<file path="config.mk">
export PLATFORM = sky130hd
export DESIGN_NAME = spi_flash_front
export DESIGN_NICKNAME = d
export VERILOG_FILES = /design/src/rtl/spi_flash_front.sv
export SDC_FILE = /design/constraint.sdc
export NUM_CORES = 1
export LEC_CHECK = 0
export BUFFER_PORTS_ARGS = -buffer_cell sky130_fd_sc_hd__buf_2
export CAP_MARGIN = 25
export CORE_ASPECT_RATIO = 0.7
export CORE_MARGIN = 2
export CORE_UTILIZATION = 35
export CTS_BUF_LIST = sky130_fd_sc_hd__clkbuf_8 sky130_fd_sc_hd__clkbuf_16
export DETAILED_ROUTE_END_ITERATION = 10
export SLEW_MARGIN = 40
export SYNTH_ARGS = -nofsm -noshare
export SYNTH_HDL_FRONTEND = slang
export SYNTH_SLANG_ARGS = --single-unit
</file>
<file path="constraint.sdc">
create_clock -name clk -period 6.07 [get_ports clk]
set_input_delay 0.9105 -clock clk [delete_from_list [all_inputs] [get_ports clk]]
set_output_delay 0.9105 -clock clk [all_outputs]
set_load 0.03 [all_outputs]
</file>
<file path="src/rtl/spi_flash_front.sv">
module spi_flash_front #(
  parameter int AW = 18,
  parameter logic [7:0] ID_MFR  = 8'hBF,
  parameter logic [7:0] ID_TYPE = 8'h25,
  parameter logic [7:0] ID_DEV  = 8'h8C
) (
  input  logic          clk,
  input  logic          rst_n,
  input  logic          sck,
  input  logic          cs_n,
  input  logic          si,
  input  logic          hold_n,
  output logic          so,
  output logic          so_oe,
  output logic          cmd_stb,
  output logic [7:0]    cmd_op,
  output logic          mem_req,
  output logic [AW-1:0] mem_addr,
  input  logic          mem_ack,
  input  logic [7:0]    mem_rdata
);
  typedef enum logic [2:0] {S_OPC, S_ADR, S_DUM, S_DAT, S_IGN} st_t;

  logic [2:0]    sck_q;
  logic [1:0]    cs_q, hold_q, si_q;
  logic          held, oe;
  st_t           st;
  logic [2:0]    bcnt;
  logic [1:0]    acnt;
  logic [6:0]    sh;
  logic [7:0]    obuf, rdbuf, id_byte;
  logic [AW-1:0] addr, ptr, nptr;

  wire s_sck = sck_q[1];
  wire s_cs  = cs_q[1];
  wire act   = ~s_cs & ~held;
  wire rise  = act &  s_sck & ~sck_q[2];
  wire fall  = act & ~s_sck &  sck_q[2];
  wire [7:0] nb = {sh, si_q[1]};

  wire op_rd  = (cmd_op == 8'h03) || (cmd_op == 8'h0B);
  wire op_jid = (cmd_op == 8'h9F);

  always_comb begin
    if (op_jid)
      case (ptr[1:0])
        2'd0:    id_byte = ID_MFR;
        2'd1:    id_byte = ID_TYPE;
        default: id_byte = ID_DEV;
      endcase
    else
      id_byte = ptr[0] ? ID_DEV : ID_MFR;
  end

  assign nptr     = (op_jid && ptr[1:0] == 2'd2) ? '0 : ptr + 1'b1;
  assign so       = obuf[7];
  assign so_oe    = oe & ~held;
  assign mem_addr = ptr;

  always_ff @(posedge clk) begin
    if (!rst_n) begin
      sck_q <= '0; cs_q <= '1; hold_q <= '1; si_q <= '0;
      held <= 1'b0; oe <= 1'b0; st <= S_OPC; bcnt <= '0; acnt <= '0;
      sh <= '0; obuf <= '0; rdbuf <= '0; addr <= '0; ptr <= '0;
      cmd_stb <= 1'b0; cmd_op <= '0; mem_req <= 1'b0;
    end else begin
      sck_q  <= {sck_q[1:0], sck};
      cs_q   <= {cs_q[0], cs_n};
      hold_q <= {hold_q[0], hold_n};
      si_q   <= {si_q[0], si};
      cmd_stb <= 1'b0;
      if (mem_ack) begin
        mem_req <= 1'b0;
        rdbuf   <= mem_rdata;
      end
      if (s_cs)        held <= 1'b0;
      else if (!s_sck) held <= ~hold_q[1];

      if (s_cs) begin
        st <= S_OPC; bcnt <= '0; oe <= 1'b0;
      end else begin
        if (rise) begin
          sh   <= nb[6:0];
          bcnt <= bcnt + 1'b1;
          if (bcnt == 3'd7) begin
            case (st)
              S_OPC: begin
                cmd_op <= nb; cmd_stb <= 1'b1; acnt <= '0; ptr <= '0;
                case (nb)
                  8'h03, 8'h0B, 8'h90, 8'hAB: st <= S_ADR;
                  8'h9F:                      st <= S_DAT;
                  default:                    st <= S_IGN;
                endcase
              end
              S_ADR: begin
                addr <= {addr[AW-9:0], nb};
                acnt <= acnt + 1'b1;
                if (acnt == 2'd2) begin
                  ptr <= {addr[AW-9:0], nb};
                  st  <= (cmd_op == 8'h0B) ? S_DUM : S_DAT;
                  if (op_rd) mem_req <= 1'b1;
                end
              end
              S_DUM:   st <= S_DAT;
              default: ;
            endcase
          end
        end
        if (fall && st == S_DAT) begin
          if (bcnt == 3'd0) begin
            obuf <= op_rd ? rdbuf : id_byte;
            oe   <= 1'b1;
            ptr  <= nptr;
            if (op_rd) mem_req <= 1'b1;
          end else begin
            obuf <= {obuf[6:0], 1'b0};
          end
        end
      end
    end
  end
endmodule

</file>
==> flow_summary.json, run 1 <==
{
  "yosysMostFrequentCell": "dfxtp_1",
  "dieArea_um2": 11700,
  "critPathBufInv": 0,
  "cts_root_buf": "clkbuf_16",
  "cts_buffer_depth": 2,
  "syn2layout_area_growth_pct": 16.3,
  "htreeDepth": 3,
  "synth_top_area_share_pct": 42.4,
  "stdcell_count": 610,
  "hold_viol_final": 0,
  "ys_seq_elements": 80,
  "seq_area_frac_synth_pct": 42.4,
  "worstPathCellList": "nor4b_4 > nand3_1 > a21o_1 > a31o_2 > a32o_1",
  "rsz0062_at_grt": "false",
  "final.setup.tns_ps": 0,
  "top_usage_layer": "met2",
  "gr-usage-met2_pct": 26.4,
  "synth_edf_count": 0,
  "use_met3_pct": 5.60,
  "p_leak_nw": 1.62,
  "setup_viol": 0,
  "reg2reg_depth": 5,
  "ys.warnings.count": 0,
  "async_flop_share_pct": 0,
  "dpl.cell_count": 594,
  "first_global_vias": 3220,
  "routed_wl_mm": 10.5,
  "worst_ep_required_time_ps": 6300,
  "worstSetupPathDepth": 5,
  "cts.sinks": 80,
  "drive_gt1_share_pct": 15.3,
  "relSlewSlack_pct": 44.4,
  "ctsResizeCount": 0,
  "critPathCaptureType": "register",
  "max_stage_delay_ps": 780,
  "cts_tree": "done",
  "path_clk_slew_ps": 60,
  "grt_pass1_wl_mm": 16.7,
  "antenna_found_initial": 0,
  "detailedRoute.firstIterationViolations": 356,
  "whs_ps": 424,
  "yosys-top-cells-area": "dfxtp_1 42%, mux2i_1 6.4%, nand2_1 4.3%, nor2_1 4.3%, a21oi_1 4.2%",
  "setup_ws_ps": 3100,
  "power_mw": 1.17,
  "utilization_pct": 42.2,
  "cts_buffers": 9,
  "stdcell_area_um2": 4400,
  "die_x_um": 128,
  "min_period_ps": 2970,
  "post_cts_buffers": 0,
  "final_antenna_net_count": 0,
  "start_util_pct": 36.2,
  "hold_path.class": "reg -> reg",
  "diodes": 0,
  "nets": 492,
  "status": "complete, no violations",
  "crit_slowest_cell": "nand3_1",
  "drc": 0,
  "ioPinCount": 45,
  "grt.overflow.total": 0,
  "synth_cell_types": 61,
  "synth_common_cells": "80 x dfxtp_1, 43 x nand2_1, 43 x nor2_1",
  "synth.largest_area_cell": "dfxtp_1",
  "wl_per_cell_um": 17.2,
  "avgSynthCellArea_um2": 8.48,
  "dp_hpwl_mm": 7.23,
  "cpLargestDelayFamily": "simple AND/OR/NAND/NOR gates",
  "holdPathStages": 1,
  "crit_type": "reg -> reg",
  "finClkSkew_ps": 9.33,
  "met1_usage_pct": 26.0,
  "synthesis.area_um2": 3780,
  "portBuffers": 44,
  "clock_latency_ps": 340,
  "num_vias": 3500,
  "tightest_slew_ps": 832,
  "path_max_fanout": 21,
  "grt_max_degree": 46,
  "finalCritPeriodShare_pct": 48.9,
  "vias_per_cell": 5.74,
  "syn_nets": 465,
  "maxCapViolCount": 0,
  "hold_buffers": 0,
  "drtPass1Iterations": 5,
  "core_area_um2": 10400,
  "netlist_instances": 446,
  "die_h_um": 91.0,
  "fmax_mhz": 337,
  "fp-row-count": 31,
  "cp-start-kind": "register",
  "reg2reg_slack_ps": 3100,
  "dpl_cell_area_um2": 4060,
  "power_density_nw_per_um2": 265,
  "critPathArrivalTime_ps": 3200,
  "place_congestion": 0.821,
  "drv_slew": 0,
  "grt_use_total_pct": 18.2,
  "synth_ff_type": "dfxtp_1",
  "place_ws_ps": 2900,
  "peakVddDrop_uv": 156
}
==> layer usage <==
metal / vias up / wire length (um)
li1: 1704 / -
met1: 1645 / 5050
met2: 139 / 4440
met3: 12 / 849
met4: 0 / 122
met5: - / 0
==> final timing paths <==
check	from	end
setup / recovery	cs_q[1]$_SDFF_PN1_	mem_addr[17]$_SDFFE_PN0N_
hold / removal	hold_q[0]$_SDFF_PN1_	hold_q[1]$_SDFF_PN1_
setup reg to reg	cs_q[1]$_SDFF_PN1_	mem_addr[17]$_SDFFE_PN0N_
hold reg to reg	hold_q[0]$_SDFF_PN1_	hold_q[1]$_SDFF_PN1_
==> cells by family after synthesis <==
family	Yosys count	share of synthesized area, %
xor+xnor	3	0.695
flops	80	42.4
fa+ha+maj	4	1.32
mux	24	6.35
simple gates	186	25.5
buf+inv	39	4.30
compound gates	110	19.5
==> layout by cell type, fill, tap and decap left out, drive strengths merged, types with 6 or more instances in the layout <==
cell type,Yosys,routed
o22ai,7,7
a21oi,32,32
buf,9,45
dfxtp,80,80
o21ai,16,16
nand3,21,21
clkbuf,20,11
and2,8,8
nand2b,12,12
nor3,12,12
o211ai,7,7
mux2i,24,24
inv,10,10
nor2,44,44
nand4,11,11
or3,7,7
nand2,43,43
a211oi,6,6
==> report_power, final <==
part,internal (mW),switching (mW)
logic,0.0135,0.0204
clock network,0.382,0.214
registers,0.532,0.00645
==> flip-flops by register name, summed over array words and instances, names as in the netlist, 2 cells and up <==
register  flops
cs_q          2
sh            7
si_q          2
addr         10
st            3
acnt          2
rdbuf         8
mem_addr     18
sck_q         3
hold_q        2
obuf          8
cmd_op        8
bcnt          3
==> layout make-up <==
cell class,instances,area (um^2)
multi-input combinational,327,2040
clock inverter,5,78.8
inverter,10,37.5
tap,132,165
timing repair buffer,45,228
fill,1030,6030
clock buffer,11,253
sequential,80,1600
(Power assumes the default switching activity.)
==> run 2: changes to the inputs <==
clock period = 2.85 ns   (was 6.07 ns; I/O delays follow)
==> run 2 against run 1 <==
Sequential share of layout area fell by 0.19 points. Clock skew rose by 0.55 ps. Power rose by 96%. Fmax rose by 23%. Non-clock buffer count rose by 13. Final cell count rose by 2.1%. Register-to-register slack got worse by 2700 ps. Die area did not move. Combinational power rose by 130%. Wire length rose by 3.5%. Sequential cell count did not move. Sequential power rose by 110%.
==> flow_summary.json, run 2 (synthesis results as in run 1) <==
{
  "die_h_um": 91.0,
  "dieArea_um2": 11700,
  "drc": 0,
  "multiInputGateArea_um2": 2020,
  "worst_ep_required_time_ps": 3080,
  "detailedRoute.firstIterationViolations": 431,
  "hold_buffers": 0,
  "grt_pass1_wl_mm": 17.4,
  "place_congestion": 0.846,
  "path_clk_slew_ps": 60,
  "largest_reg_flops": 18,
  "die_x_um": 128,
  "reg2reg_from": "st[0]$_SDFFE_PP0P_",
  "worstPathCellList": "or4b_4 > or3_1 > a21oi_1 > o22ai_1 > o311a_1",
  "cpLargestDelayFamily": "simple AND/OR/NAND/NOR gates",
  "cts_tree": "done",
  "crit_type": "reg -> reg",
  "cts_root_buf": "clkbuf_16",
  "mostFrequentLayoutCells": "80 x dfxtp_1, 44 x buf_2, 43 x nor2_1, 43 x nand2_1, 32 x a21oi_1",
  "holdPathEnd": "hold_q[0]$_SDFF_PN1_",
  "setup_viol": 0,
  "power_density_nw_per_um2": 518,
  "cts_buffer_depth": 2,
  "layout.area.seq_um2": 1600,
  "status": "complete, no violations",
  "tightest_slew_ps": 785,
  "power_mw": 2.29,
  "routed_wl_mm": 10.8,
  "cts_buffers": 9,
  "clock_latency_ps": 340,
  "num_vias": 3556,
  "crit_slowest_cell": "dfxtp_1",
  "min_period_ps": 2420,
  "final_common_cell": "dfxtp_1",
  "grt_max_degree": 46,
  "first_global_vias": 3178,
  "dp_hpwl_mm": 7.42,
  "critPathCaptureType": "register",
  "antenna_found_initial": 0,
  "p_leak_nw": 1.66,
  "grt_use_total_pct": 19.3,
  "relSlewSlack_pct": 47.6,
  "core_area_um2": 10400,
  "finClkSkew_ps": 9.88,
  "ctsResizeCount": 0,
  "cp-start-kind": "register",
  "nets": 505,
  "peakVddDrop_uv": 292,
  "maxCapViolCount": 0,
  "syn2layout_area_growth_pct": 16.9,
  "ioPinCount": 45,
  "grt.overflow.total": 0,
  "hold_viol_final": 0,
  "dpl_cell_area_um2": 4150,
  "holdPathStages": 2,
  "start_util_pct": 36.2,
  "diodes": 0,
  "post_cts_buffers": 0,
  "drive_gt1_share_pct": 16.7,
  "reg2reg_slack_ps": 430,
  "final.setup.tns_ps": 0,
  "n_fill_cell": 1026,
  "critPathArrivalTime_ps": 2640,
  "finalCritPeriodShare_pct": 84.9,
  "critPathBufInv": 0,
  "stdcell_area_um2": 4420,
  "regToRegEndpoint": "mem_addr[4]$_SDFFE_PN0N_",
  "path_max_fanout": 15,
  "drtPass1Iterations": 5,
  "portBuffers": 44,
  "cts.sinks": 80,
  "reg2reg_depth": 5,
  "vias_per_cell": 5.71,
  "utilization_pct": 42.4,
  "max_stage_delay_ps": 620,
  "final_antenna_net_count": 0,
  "drv_slew": 0,
  "fp-row-count": 31,
  "fmax_mhz": 413,
  "hold_path.class": "in -> reg",
  "rsz0062_at_grt": "false",
  "htreeDepth": 3,
  "wl_per_cell_um": 17.4,
  "min_from": "hold_n"
}
## run 2: cell types whose count changed in the layout (fill, tap and decap cells not counted), sizes merged
cell / before / now
clkbuf: 11 / 10
inv: 10 / 11
buf: 45 / 58
bufinv: 2 / 0
clkinv: 3 / 5
## run 2: layer usage
| metal | track usage, % | up-vias | wire length [um] |
|---|---|---|---|
| met5 | 0 | - | 0 |
| met4 | 4.85 | 0 | 104 |
| met3 | 5.13 | 12 | 642 |
| met2 | 27.0 | 109 | 4650 |
| met1 | 28.9 | 1705 | 5430 |
| li1 | - | 1730 | - |
## run 2: worst max-delay path by stage
stage | startpoint | endpoint | cells past startpoint
global placement | st[0]$_SDFFE_PP0P_ | mem_addr[15]$_SDFFE_PN0N_ | 5
floorplan | mem_addr[1]$_SDFFE_PN0N_ | mem_addr[14]$_SDFFE_PN0N_ | 6
finish | st[0]$_SDFFE_PP0P_ | mem_addr[4]$_SDFFE_PN0N_ | 5
global route | st[0]$_SDFFE_PP0P_ | mem_addr[8]$_SDFFE_PN0N_ | 5
CTS | st[0]$_SDFFE_PP0P_ | mem_addr[4]$_SDFFE_PN0N_ | 5
detailed placement | st[0]$_SDFFE_PP0P_ | mem_addr[8]$_SDFFE_PN0N_ | 5
## run 2: where the power goes
group	internal, mW	switching (mW)
Sequential	1.13	0.0125
Clock	0.608	0.462
Combinational	0.0303	0.0463
## run 2: per-stage QoR
step,hold WS (ps),worst slack (ps),instances
final,265,431,623
after global routing,270,252,623
after CTS,255,461,623
after detailed placement,397,506,607
after global placement,395,514,607
after floorplan,386,814,446
## run 2: final cells by class
cell class	count	area share, %
inverters	10	0.849
multi-input cells	327	45.6
clock buffers	10	5.40
repair buffers	58	7.36
well taps	132	3.74
flip-flops and latches	80	36.2
clock inverters	6	0.821
